File: config.mk
export PLATFORM = sky130hd
export DESIGN_NAME = dma_chain_engine
export DESIGN_NICKNAME = d
export VERILOG_FILES = /design/src/rtl/dma_chain_pkg.sv /design/src/rtl/dce_fetch.sv /design/src/rtl/dce_perf.sv /design/src/rtl/dce_seq.sv /design/src/rtl/dma_chain_engine.sv
export SDC_FILE = /design/constraint.sdc
export NUM_CORES = 1
export LEC_CHECK = 0
export ABC_AREA = 1
export CAP_MARGIN = 20
export CORE_MARGIN = 4
export CORE_UTILIZATION = 55
export CTS_CLUSTER_DIAMETER = 120
export DETAILED_ROUTE_END_ITERATION = 16
export PLACE_DENSITY_LB_ADDON = 0.3
export SYNTH_ARGS = -nofsm -noshare
export SYNTH_HDL_FRONTEND = slang
export SYNTH_SLANG_ARGS = --single-unit
export TNS_END_PERCENT = 100
File: constraint.sdc
create_clock -name clk -period 6.35 [get_ports clk]
set_input_delay 1.905 -clock clk [delete_from_list [all_inputs] [get_ports clk]]
set_output_delay 1.905 -clock clk [all_outputs]
set_load 0.05 [all_outputs]
File: src/rtl/dma_chain_pkg.sv
package dma_chain_pkg;
  localparam int unsigned WORD_W      = 32;
  localparam int unsigned DESC_WORDS  = 4;
  localparam int unsigned DESC_BYTES  = DESC_WORDS * WORD_W / 8;
  localparam int unsigned CTL_IRQ_BIT = 0;

  typedef enum logic [1:0] {
    SEQ_IDLE,
    SEQ_FETCH,
    SEQ_ISSUE,
    SEQ_MOVE
  } seq_state_e;

  typedef struct packed {
    logic [WORD_W-1:0] len;
    logic [WORD_W-1:0] src;
    logic [WORD_W-1:0] dst;
    logic              irq_en;
  } desc_t;
endpackage

File: src/rtl/dce_fetch.sv
module dce_fetch
  import dma_chain_pkg::*;
#(
  parameter int unsigned AW = 32
) (
  input  logic              clk,
  input  logic              rst_n,
  input  logic              start,
  input  logic [AW-1:0]     base,
  output logic              req_valid,
  input  logic              req_ready,
  output logic [AW-1:0]     req_addr,
  input  logic              rsp_valid,
  input  logic [WORD_W-1:0] rsp_data,
  output logic              desc_valid,
  output desc_t             desc
);
  localparam int unsigned BW = $clog2(DESC_WORDS);

  logic                  pend_q, pend_d;
  logic                  coll_q, coll_d;
  logic                  dv_q, dv_d;
  logic [BW-1:0]         beat_q, beat_d;
  logic [AW-1:0]         addr_q, addr_d;
  logic [DESC_WORDS-1:0] word_en;
  logic                  ctl_en;
  desc_t                 desc_q;

  always_comb begin
    pend_d  = pend_q;
    coll_d  = coll_q;
    beat_d  = beat_q;
    addr_d  = addr_q;
    dv_d    = 1'b0;
    word_en = '0;
    if (start) begin
      pend_d = 1'b1;
      addr_d = base;
    end
    if (pend_q && req_ready) begin
      pend_d = 1'b0;
      coll_d = 1'b1;
      beat_d = '0;
    end
    for (int i = 0; i < int'(DESC_WORDS); i++) begin
      if (coll_q && rsp_valid && beat_q == BW'(i)) word_en[i] = 1'b1;
    end
    if (coll_q && rsp_valid) begin
      beat_d = beat_q + 1'b1;
      if (beat_q == BW'(DESC_WORDS - 1)) begin
        coll_d = 1'b0;
        dv_d   = 1'b1;
      end
    end
  end

  assign ctl_en = word_en[DESC_WORDS-1];

  always_ff @(posedge clk or negedge rst_n) begin
    if (!rst_n) begin
      pend_q <= 1'b0;
      coll_q <= 1'b0;
      dv_q   <= 1'b0;
      beat_q <= '0;
      addr_q <= '0;
    end else begin
      pend_q <= pend_d;
      coll_q <= coll_d;
      dv_q   <= dv_d;
      beat_q <= beat_d;
      addr_q <= addr_d;
    end
  end

  always_ff @(posedge clk) begin
    if (word_en[0]) desc_q.len    <= rsp_data;
    if (word_en[1]) desc_q.src    <= rsp_data;
    if (word_en[2]) desc_q.dst    <= rsp_data;
    if (ctl_en)     desc_q.irq_en <= rsp_data[CTL_IRQ_BIT];
  end

  assign req_valid  = pend_q;
  assign req_addr   = addr_q;
  assign desc_valid = dv_q;
  assign desc       = desc_q;
endmodule

File: src/rtl/dce_perf.sv
module dce_perf #(
  parameter int unsigned W = 32
) (
  input  logic         clk,
  input  logic         rst_n,
  input  logic         clear,
  input  logic         run,
  output logic [W-1:0] count
);
  localparam logic [W-1:0] CMAX = '1;

  logic [W-1:0] cnt_q, cnt_d;
  logic         cnt_en;

  always_comb begin
    cnt_en = clear | (run & (cnt_q != CMAX));
    cnt_d  = clear ? '0 : cnt_q + 1'b1;
  end

  always_ff @(posedge clk or negedge rst_n) begin
    if (!rst_n)      cnt_q <= '0;
    else if (cnt_en) cnt_q <= cnt_d;
  end

  assign count = cnt_q;
endmodule

File: src/rtl/dce_seq.sv
module dce_seq
  import dma_chain_pkg::*;
#(
  parameter int unsigned AW = 32,
  parameter int unsigned CW = 16
) (
  input  logic              clk,
  input  logic              rst_n,
  input  logic              hdr_wr,
  input  logic [CW-1:0]     hdr_count,
  input  logic [AW-1:0]     hdr_addr,
  output logic              fetch_start,
  output logic [AW-1:0]     fetch_addr,
  input  logic              desc_valid,
  input  desc_t             desc,
  output logic              mv_valid,
  input  logic              mv_ready,
  output logic [WORD_W-1:0] mv_len,
  output logic [WORD_W-1:0] mv_src,
  output logic [WORD_W-1:0] mv_dst,
  input  logic              mv_done,
  output logic              busy,
  output logic              done,
  output logic              err,
  output logic              irq,
  output logic              perf_clear,
  output logic              perf_run
);
  localparam logic [AW-1:0] STEP = AW'(DESC_BYTES);

  seq_state_e    st_q, st_d;
  logic [CW-1:0] rem_q, rem_d;
  logic [AW-1:0] nxt_q, nxt_d;
  logic          done_q, done_d;
  logic          err_q, err_d;
  logic          irq_q, irq_d;
  logic          accept;
  logic          cmd_en;
  desc_t         cmd_q;

  assign accept = hdr_wr && (st_q == SEQ_IDLE);
  assign cmd_en = (st_q == SEQ_FETCH) && desc_valid;

  always_comb begin
    st_d        = st_q;
    rem_d       = rem_q;
    nxt_d       = nxt_q;
    done_d      = done_q;
    err_d       = err_q;
    irq_d       = 1'b0;
    fetch_start = 1'b0;
    fetch_addr  = nxt_q;
    if (hdr_wr && st_q != SEQ_IDLE) err_d = 1'b1;
    case (st_q)
      SEQ_IDLE: begin
        if (accept) begin
          err_d  = 1'b0;
          done_d = (hdr_count == '0);
          if (hdr_count != '0) begin
            st_d        = SEQ_FETCH;
            rem_d       = hdr_count;
            fetch_start = 1'b1;
            fetch_addr  = hdr_addr;
            nxt_d       = hdr_addr + STEP;
          end
        end
      end
      SEQ_FETCH: begin
        if (desc_valid) st_d = SEQ_ISSUE;
      end
      SEQ_ISSUE: begin
        if (mv_ready) st_d = SEQ_MOVE;
      end
      SEQ_MOVE: begin
        if (mv_done) begin
          irq_d = cmd_q.irq_en;
          rem_d = rem_q - 1'b1;
          if (rem_q == CW'(1)) begin
            st_d   = SEQ_IDLE;
            done_d = 1'b1;
          end else begin
            st_d        = SEQ_FETCH;
            fetch_start = 1'b1;
            fetch_addr  = nxt_q;
            nxt_d       = nxt_q + STEP;
          end
        end
      end
      default: st_d = SEQ_IDLE;
    endcase
  end

  always_ff @(posedge clk or negedge rst_n) begin
    if (!rst_n) begin
      st_q   <= SEQ_IDLE;
      rem_q  <= '0;
      nxt_q  <= '0;
      done_q <= 1'b0;
      err_q  <= 1'b0;
      irq_q  <= 1'b0;
    end else begin
      st_q   <= st_d;
      rem_q  <= rem_d;
      nxt_q  <= nxt_d;
      done_q <= done_d;
      err_q  <= err_d;
      irq_q  <= irq_d;
    end
  end

  always_ff @(posedge clk) begin
    if (cmd_en) cmd_q <= desc;
  end

  assign mv_valid   = (st_q == SEQ_ISSUE);
  assign mv_len     = cmd_q.len;
  assign mv_src     = cmd_q.src;
  assign mv_dst     = cmd_q.dst;
  assign busy       = (st_q != SEQ_IDLE);
  assign done       = done_q;
  assign err        = err_q;
  assign irq        = irq_q;
  assign perf_clear = accept;
  assign perf_run   = busy;
endmodule

File: src/rtl/dma_chain_engine.sv
module dma_chain_engine
  import dma_chain_pkg::*;
#(
  parameter int unsigned AW     = 32,
  parameter int unsigned CW     = 16,
  parameter int unsigned PERF_W = 32
) (
  input  logic              clk,
  input  logic              rst_n,
  input  logic              hdr_wr,
  input  logic [CW-1:0]     hdr_count,
  input  logic [AW-1:0]     hdr_addr,
  output logic              busy,
  output logic              done,
  output logic              err,
  output logic [PERF_W-1:0] perf_count,
  output logic              rd_req_valid,
  input  logic              rd_req_ready,
  output logic [AW-1:0]     rd_req_addr,
  input  logic              rd_rsp_valid,
  input  logic [WORD_W-1:0] rd_rsp_data,
  output logic              mv_valid,
  input  logic              mv_ready,
  output logic [WORD_W-1:0] mv_len,
  output logic [WORD_W-1:0] mv_src,
  output logic [WORD_W-1:0] mv_dst,
  input  logic              mv_done,
  output logic              irq
);
  logic          fetch_start;
  logic [AW-1:0] fetch_addr;
  logic          desc_valid;
  desc_t         desc;
  logic          perf_clear;
  logic          perf_run;

  dce_fetch #(.AW(AW)) u_fetch (
    .clk        (clk),
    .rst_n      (rst_n),
    .start      (fetch_start),
    .base       (fetch_addr),
    .req_valid  (rd_req_valid),
    .req_ready  (rd_req_ready),
    .req_addr   (rd_req_addr),
    .rsp_valid  (rd_rsp_valid),
    .rsp_data   (rd_rsp_data),
    .desc_valid (desc_valid),
    .desc       (desc)
  );

  dce_seq #(.AW(AW), .CW(CW)) u_seq (
    .clk         (clk),
    .rst_n       (rst_n),
    .hdr_wr      (hdr_wr),
    .hdr_count   (hdr_count),
    .hdr_addr    (hdr_addr),
    .fetch_start (fetch_start),
    .fetch_addr  (fetch_addr),
    .desc_valid  (desc_valid),
    .desc        (desc),
    .mv_valid    (mv_valid),
    .mv_ready    (mv_ready),
    .mv_len      (mv_len),
    .mv_src      (mv_src),
    .mv_dst      (mv_dst),
    .mv_done     (mv_done),
    .busy        (busy),
    .done        (done),
    .err         (err),
    .irq         (irq),
    .perf_clear  (perf_clear),
    .perf_run    (perf_run)
  );

  dce_perf #(.W(PERF_W)) u_perf (
    .clk   (clk),
    .rst_n (rst_n),
    .clear (perf_clear),
    .run   (perf_run),
    .count (perf_count)
  );
endmodule

### Yosys cells after proc, flatten, opt, wreduce, memory -nomap -nowiden

Cells that the tools add are included.

| storage, ports and cells | value |
|---|---|
| bits of input ports | 87 |
| logic and storage cells | 110 |
| bits in registers | 316 |
| output and inout port bits | 166 |

| operators by class | value |
|---|---|
| mux-type cells | 47 |
| reduce and logical (&&, ||, !) cells | 21 |
| bitwise logic cells | 2 |
| add/sub/neg operators | 5 |
| equal/unequal tests | 15 |

Operators with widths:

| cell | count |
|---|---|
| 2-to-1 mux 32 bit | 8 |
| adder 32 x 5 -> 32 bit (second input constant) | 2 |
| one-hot mux 32 bit (2 select lines) | 1 |
| 2-to-1 mux 16 bit | 3 |
| adder 32 x 1 -> 32 bit (second input constant) | 1 |
| != test 32 bit (second input constant) | 1 |
| one-hot mux 16 bit (2 select lines) | 1 |
| 2-to-1 mux 1 bit | 24 |
| equality test 16 x 1 -> 1 bit (second input constant) | 1 |
| logical NOT 16 bit | 1 |
| nonzero test 16 bit | 1 |
| subtractor 16 x 1 -> 16 bit (second input constant) | 1 |
| 2-to-1 mux 2 bit | 7 |
| AND reduction 5 bit | 2 |
| logical AND 1 bit | 9 |
| equality test 2 bit (second input constant) | 4 |
| != test 2 bit (second input constant) | 4 |
| one-hot mux 2 bit (4 select lines) | 1 |
| AND reduction 4 bit | 2 |
| nonzero test 2 bit | 4 |
| != test 2 x 1 -> 1 bit (second input constant) | 3 |
| equality test 2 x 1 -> 1 bit (second input constant) | 2 |
| logical NOT 2 bit | 2 |
| one-hot mux 1 bit (2 select lines) | 2 |
| other kinds (3) | 3 |

### Longest topological paths before layout

| logic depth | value |
|---|---|
| depth after elaboration | 6 |
| mapped depth | 14 |
| gate-level depth less buffers | 13 |

### Cells and area by module

A second synthesis with hierarchy kept.

| unflattened totals | value |
|---|---|
| cells, all modules | 1542 |
| area, all modules | 14722.9 um^2 |

By module, submodules not included:

| module | cells an instance | area each (um^2) | instances |
|---|---|---|---|
| dce_seq | 929 | 8042.7 | 1 |
| dce_fetch | 266 | 4420.5 | 1 |
| dce_perf | 347 | 2259.7 | 1 |

### Least setup slack after synthesis

No wires, ideal clock.

| path | value |
|---|---|
| path type | input-to-reg |
| from | input port rd_rsp_valid |
| to | register u_fetch.desc_q, in the netlist u_fetch.desc[10], enable pin |
| data arrival time | 3.382 ns |
| stages | 2 |
| path slack | 2.547 ns |
| setup time | 0.421 ns |
| buffers on the path | 0 |
| data required time | 5.929 ns |
| path through | nand2_1 -> nor2_1 |

| on the way | value |
|---|---|
| longest elaborated chain between the ends | 3 |

Ends and longest elaborated chain:

| item | RTL line | RTL |
|---|---|---|
| start, declared | dma_chain_engine.sv:20 | `input logic rd_rsp_valid,` |
| logical AND 1 bit (2 in series) | dce_fetch.sv:46 | `if (coll_q && rsp_valid && beat_q == BW'(i)) word_en[i] = 1'b1;` |
| 2-to-1 mux 1 bit | dce_fetch.sv:46 |  |
| via u_fetch.word_en[2] | dce_fetch.sv:25 | `logic [DESC_WORDS-1:0] word_en;` |
| end, declared | dce_fetch.sv:27 | `desc_t desc_q;` |

The timed path passes the listed nets, and every way through them passes these cells.
A chain may end at the register's enable or synchronous reset.

### Final worst setup path

| path | value |
|---|---|
| from | register u_seq.st_q[0] |
| to | output port busy |

| on the way | value |
|---|---|
| longest elaborated chain between the ends | 1 |

Ends and longest elaborated chain:

| item | RTL line | RTL |
|---|---|---|
| start, declared | dce_seq.sv:31 | `seq_state_e st_q, st_d;` |
| start signal, assigned | dce_seq.sv:102 | `st_q <= st_d;` |
| nonzero test 2 bit | dce_seq.sv:119 | `assign busy = (st_q != SEQ_IDLE);` |
| end, declared | dma_chain_engine.sv:13 | `output logic busy,` |

No other way between the ends.

==> key figures <==
Run status
  • Outcome: completed

Pwr
  • VDD IR max: around 0.00035 V
  • Pwr Density: between 400 and 500 nW/um^2
  • Static Leak: about 0.0073 uW
  • Overall power: 7600 uW

Placed design
  • Post-Place Cells: around 2000
  • Dpl cell area: about 17000 sq um
  • GPL Wtd Cong: between 0.9 and 1
  • IO buf count: ~250
  • Dpl hpwl: about 23 mm

Die
  • # rows: 59
  • Die H: 171 um
  • Die width: 171 um
  • Initial Util: 0.559
  • Core area: between 20000 and 30000 sq um
  • IO Pins: approximately 250
  • Die area: a little under 30000 sq um

Clock network
  • Worst-skew pair later-pin latency: around 0.55 ns
  • Hold Buf Count CTS: 0
  • Clock slew at reported path FFs: approximately 0.06 ns
  • Clock tree sinks: ~320
  • Setup Buffers After CTS: 0
  • Clock Path Buffers: 3
  • Post-CTS sizing: 0
  • CTS Buf Count: 31
  • Clk root buf: clkbuf_16
  • Depth of the CTS H-tree: 1
  • CTS tree: done

Cells and area
  • Area grow syn2layout: 22.0%
  • Non-Filler Instances: between 2000 and 2500
  • Nets: between 1500 and 2000
  • Share of final-layout standard cells stronger than drive strength 1: 0.0821
  • Design area: 17800 sq um
  • # fillers: ~1900

Setup path
  • Crit path from: u_seq.st_q[0]
  • R2r setup slk: about 3.4 ns
  • Worst reg-to-reg path cell count: 10
  • Nature of the critical path startpoint: flop
  • FF-to-FF Start: u_seq.st_q[0]
  • CP endpoint kind: primary output
  • Crit Path Category: reg -> out
  • Critical Path RT: roughly 4.5 ns
  • End of the worst register-to-register path: u_fetch.req_addr[29]
  • Critical Path Fanout Max: 10
  • Worst EP arrival: 2.61 ns

Logic synthesis
  • #FFs+latches synth: roughly 320
  • Net Count, Synth: 1594
  • Cells after Synth: between 1000 and 1500
  • Mean post-synth cell area: around 9.8 sq um
  • Yosys warnings: 0
  • Number of flops mapped to enable cells by yosys: between 150 and 200
  • Synthesized area: about 15000 sq um
  • Seq/Total Area, Yosys: 0.609
  • Main flop type after synthesis: edfxtp_1
  • Fraction of registers with async set or reset after synthesis: 0.386
  • Synth cell types: 36

STA
  • Total negative slack: 0 ns
  • Clk_skew: about 0.009 ns
  • Fmax: 221 MHz
  • Final Hold Fails: 0
  • Hold_ws: around 0.41 ns
  • Final period util: 0.712
  • Pins Over Slew Limit: 0
  • Post-route minimum period: approximately 4.5 ns
  • Worst slew margin: 0.308
  • # setup viols final: 0
  • Unrepaired setup endpoints after global routing: false
  • Slew @ Worst Pin: 1.04 ns

GRT
  • Vias in the first global route: roughly 10000
  • Initial antenna violation count: 1
  • Grt ovf: 0
  • First-pass GRT wire length: between 50 and 60 mm
  • Largest net degree at the start of global routing: just under 100
  • Gr usage total: 0.221

Routing
  • Drt first-iter violations: between 800 and 900
  • DR DRC count: 0
  • Antenna Nets Post-Route: 0
  • Total number of vias: ~10000
  • WL final: 32.7 mm
  • TritonRoute pass-1 iters: 5
  • Drt via density: between 5 and 6
  • WL per Instance: around 16 um

Run
  • Max cap viols: 0

Hold path
  • Min-Delay Path Class: reg -> reg
  • Worst Hold Endpoint: u_seq.mv_src[23]
  • Min-delay src: u_fetch.desc[56]
  • Hold Path Depth: 0
[per-layer routing]
layer | track usage | part of all wire | up-vias
li1 | - | - | 5081
met1 | 0.295 | 0.42 | 4739
met2 | 0.387 | 0.50 | 317
met3 | 0.0280 | 0.060 | 47
met4 | 0.0559 | 0.022 | 0
met5 | 0 | 0 | -
[state kept, by name, indices dropped and copies added, names as in the netlist, named ones only]
| register | cells |
|---|---|
| u_fetch.req_valid | 1 |
| u_seq.nxt_q | 32 |
| u_seq.mv_dst | 32 |
| u_seq.rem_q | 16 |
| u_fetch.desc | 97 |
| u_seq.irq | 1 |
| u_fetch.desc_valid | 1 |
| u_fetch.beat_q | 2 |
| u_seq.mv_src | 32 |
| u_fetch.coll_q | 1 |
| u_perf.count | 32 |
| u_fetch.req_addr | 32 |
| u_seq.st_q | 2 |
| u_seq.cmd_q | 1 |
| u_seq.done | 1 |
| u_seq.mv_len | 32 |
[how the worst max path moves through the flow]
stage	cells after the start	endpoint	slack, ns
final	4	busy	1.83
after global routing	4	busy	1.76
after CTS	4	busy	1.82
after detailed placement	7	u_fetch.req_addr[28]	1.70
after global placement	7	u_fetch.req_addr[0]	1.93
after floorplan	2	u_fetch.desc[10]	2.55
[stage by stage]
stage           util  worst slack [ns]
2_1_floorplan      -              2.55
3_5_place_dp   0.639              1.70
5_1_grt        0.682              1.76
3_3_place_gp   0.639              1.93
4_1_cts        0.680              1.82
6_report       0.682              1.83
[worst max-delay path, cell delays in order (launching register included)]
cell	delay, ns
dfrtp_1	0.42
inv_1	0.11
ha_1	0.35
inv_2	0.30
clkdlybuf4s50_1	0.88
[area by class of cell]
cell class | count | area (sq um) | area share
clock buffer | 39 | 816 | 0.0459
timing repair buffer | 259 | 2610 | 0.147
sequential | 316 | 8880 | 0.499
multi-input combinational | 903 | 4250 | 0.239
inverter | 144 | 547 | 0.0307
clock inverter | 19 | 258 | 0.0145
antenna | 2 | 5.00 | 0.000281
tap | 335 | 419 | 0.0236
[cell usage after synthesis (4+ instances only)]
| cell | n | share of area |
|---|---|---|
| xnor2_1 | 4 | 0.0024 |
| o21ai_0 | 122 | 0.042 |
| a21oi_1 | 14 | 0.0048 |
| clkbuf_1 | 6 | 0.0015 |
| edfxtp_1 | 194 | 0.40 |
| nor3_1 | 10 | 0.0034 |
| buf_4 | 103 | 0.053 |
| nor2_4 | 8 | 0.0062 |
| dfrtp_1 | 122 | 0.21 |
| nand2_1 | 428 | 0.11 |
| o21ai_1 | 7 | 0.0024 |
| buf_2 | 18 | 0.0062 |
| nor2_2 | 15 | 0.0064 |
| inv_2 | 6 | 0.0015 |
| ha_1 | 13 | 0.011 |
| nand3_1 | 70 | 0.024 |
| o21ai_2 | 6 | 0.0036 |
| nor2_1 | 133 | 0.034 |
| inv_1 | 137 | 0.035 |
| nand4_1 | 14 | 0.0060 |
| nand2_2 | 29 | 0.012 |
| xor2_1 | 12 | 0.0072 |
[power breakdown]
group	total (uW)	internal (uW)	switching [uW]	leakage [uW]
clock network	1920	1150	770	0.000517
logic	2740	820	1920	0.00344
registers	2940	2680	268	0.00332
total	7600	4650	2950	0.00728
[layout by cell type, fill, tap and decap left out, types with 10 or more instances in the layout]
cell type | netlist | layout
nand2_1 | 428 | 426
clkdlybuf4s50_1 | 0 | 251
edfxtp_1 | 194 | 194
inv_1 | 137 | 136
nor2_1 | 133 | 130
o21ai_0 | 122 | 122
dfrtp_1 | 122 | 122
nand3_1 | 70 | 70
nand2_2 | 29 | 31
clkbuf_16 | 0 | 31
nor2_2 | 15 | 15
nand4_1 | 14 | 14
a21oi_1 | 14 | 14
xor2_1 | 12 | 12
ha_1 | 13 | 12
nor2_4 | 8 | 11
nor3_1 | 10 | 10
[cells by family (layout without fill, tap and decap cells)]
kind of cell	count (synthesis)	in the layout	share of synthesized area
AO/OA/AOI/OAI	153	153	0.0546
XOR/XNOR	16	16	0.00961
adder cells (fa/ha/maj)	13	13	0.0112
buffers and inverters	275	461	0.101
flip-flops	316	316	0.609
other	0	2	0
AND/OR/NAND/NOR	721	721	0.214
(Power assumes the default switching activity.)
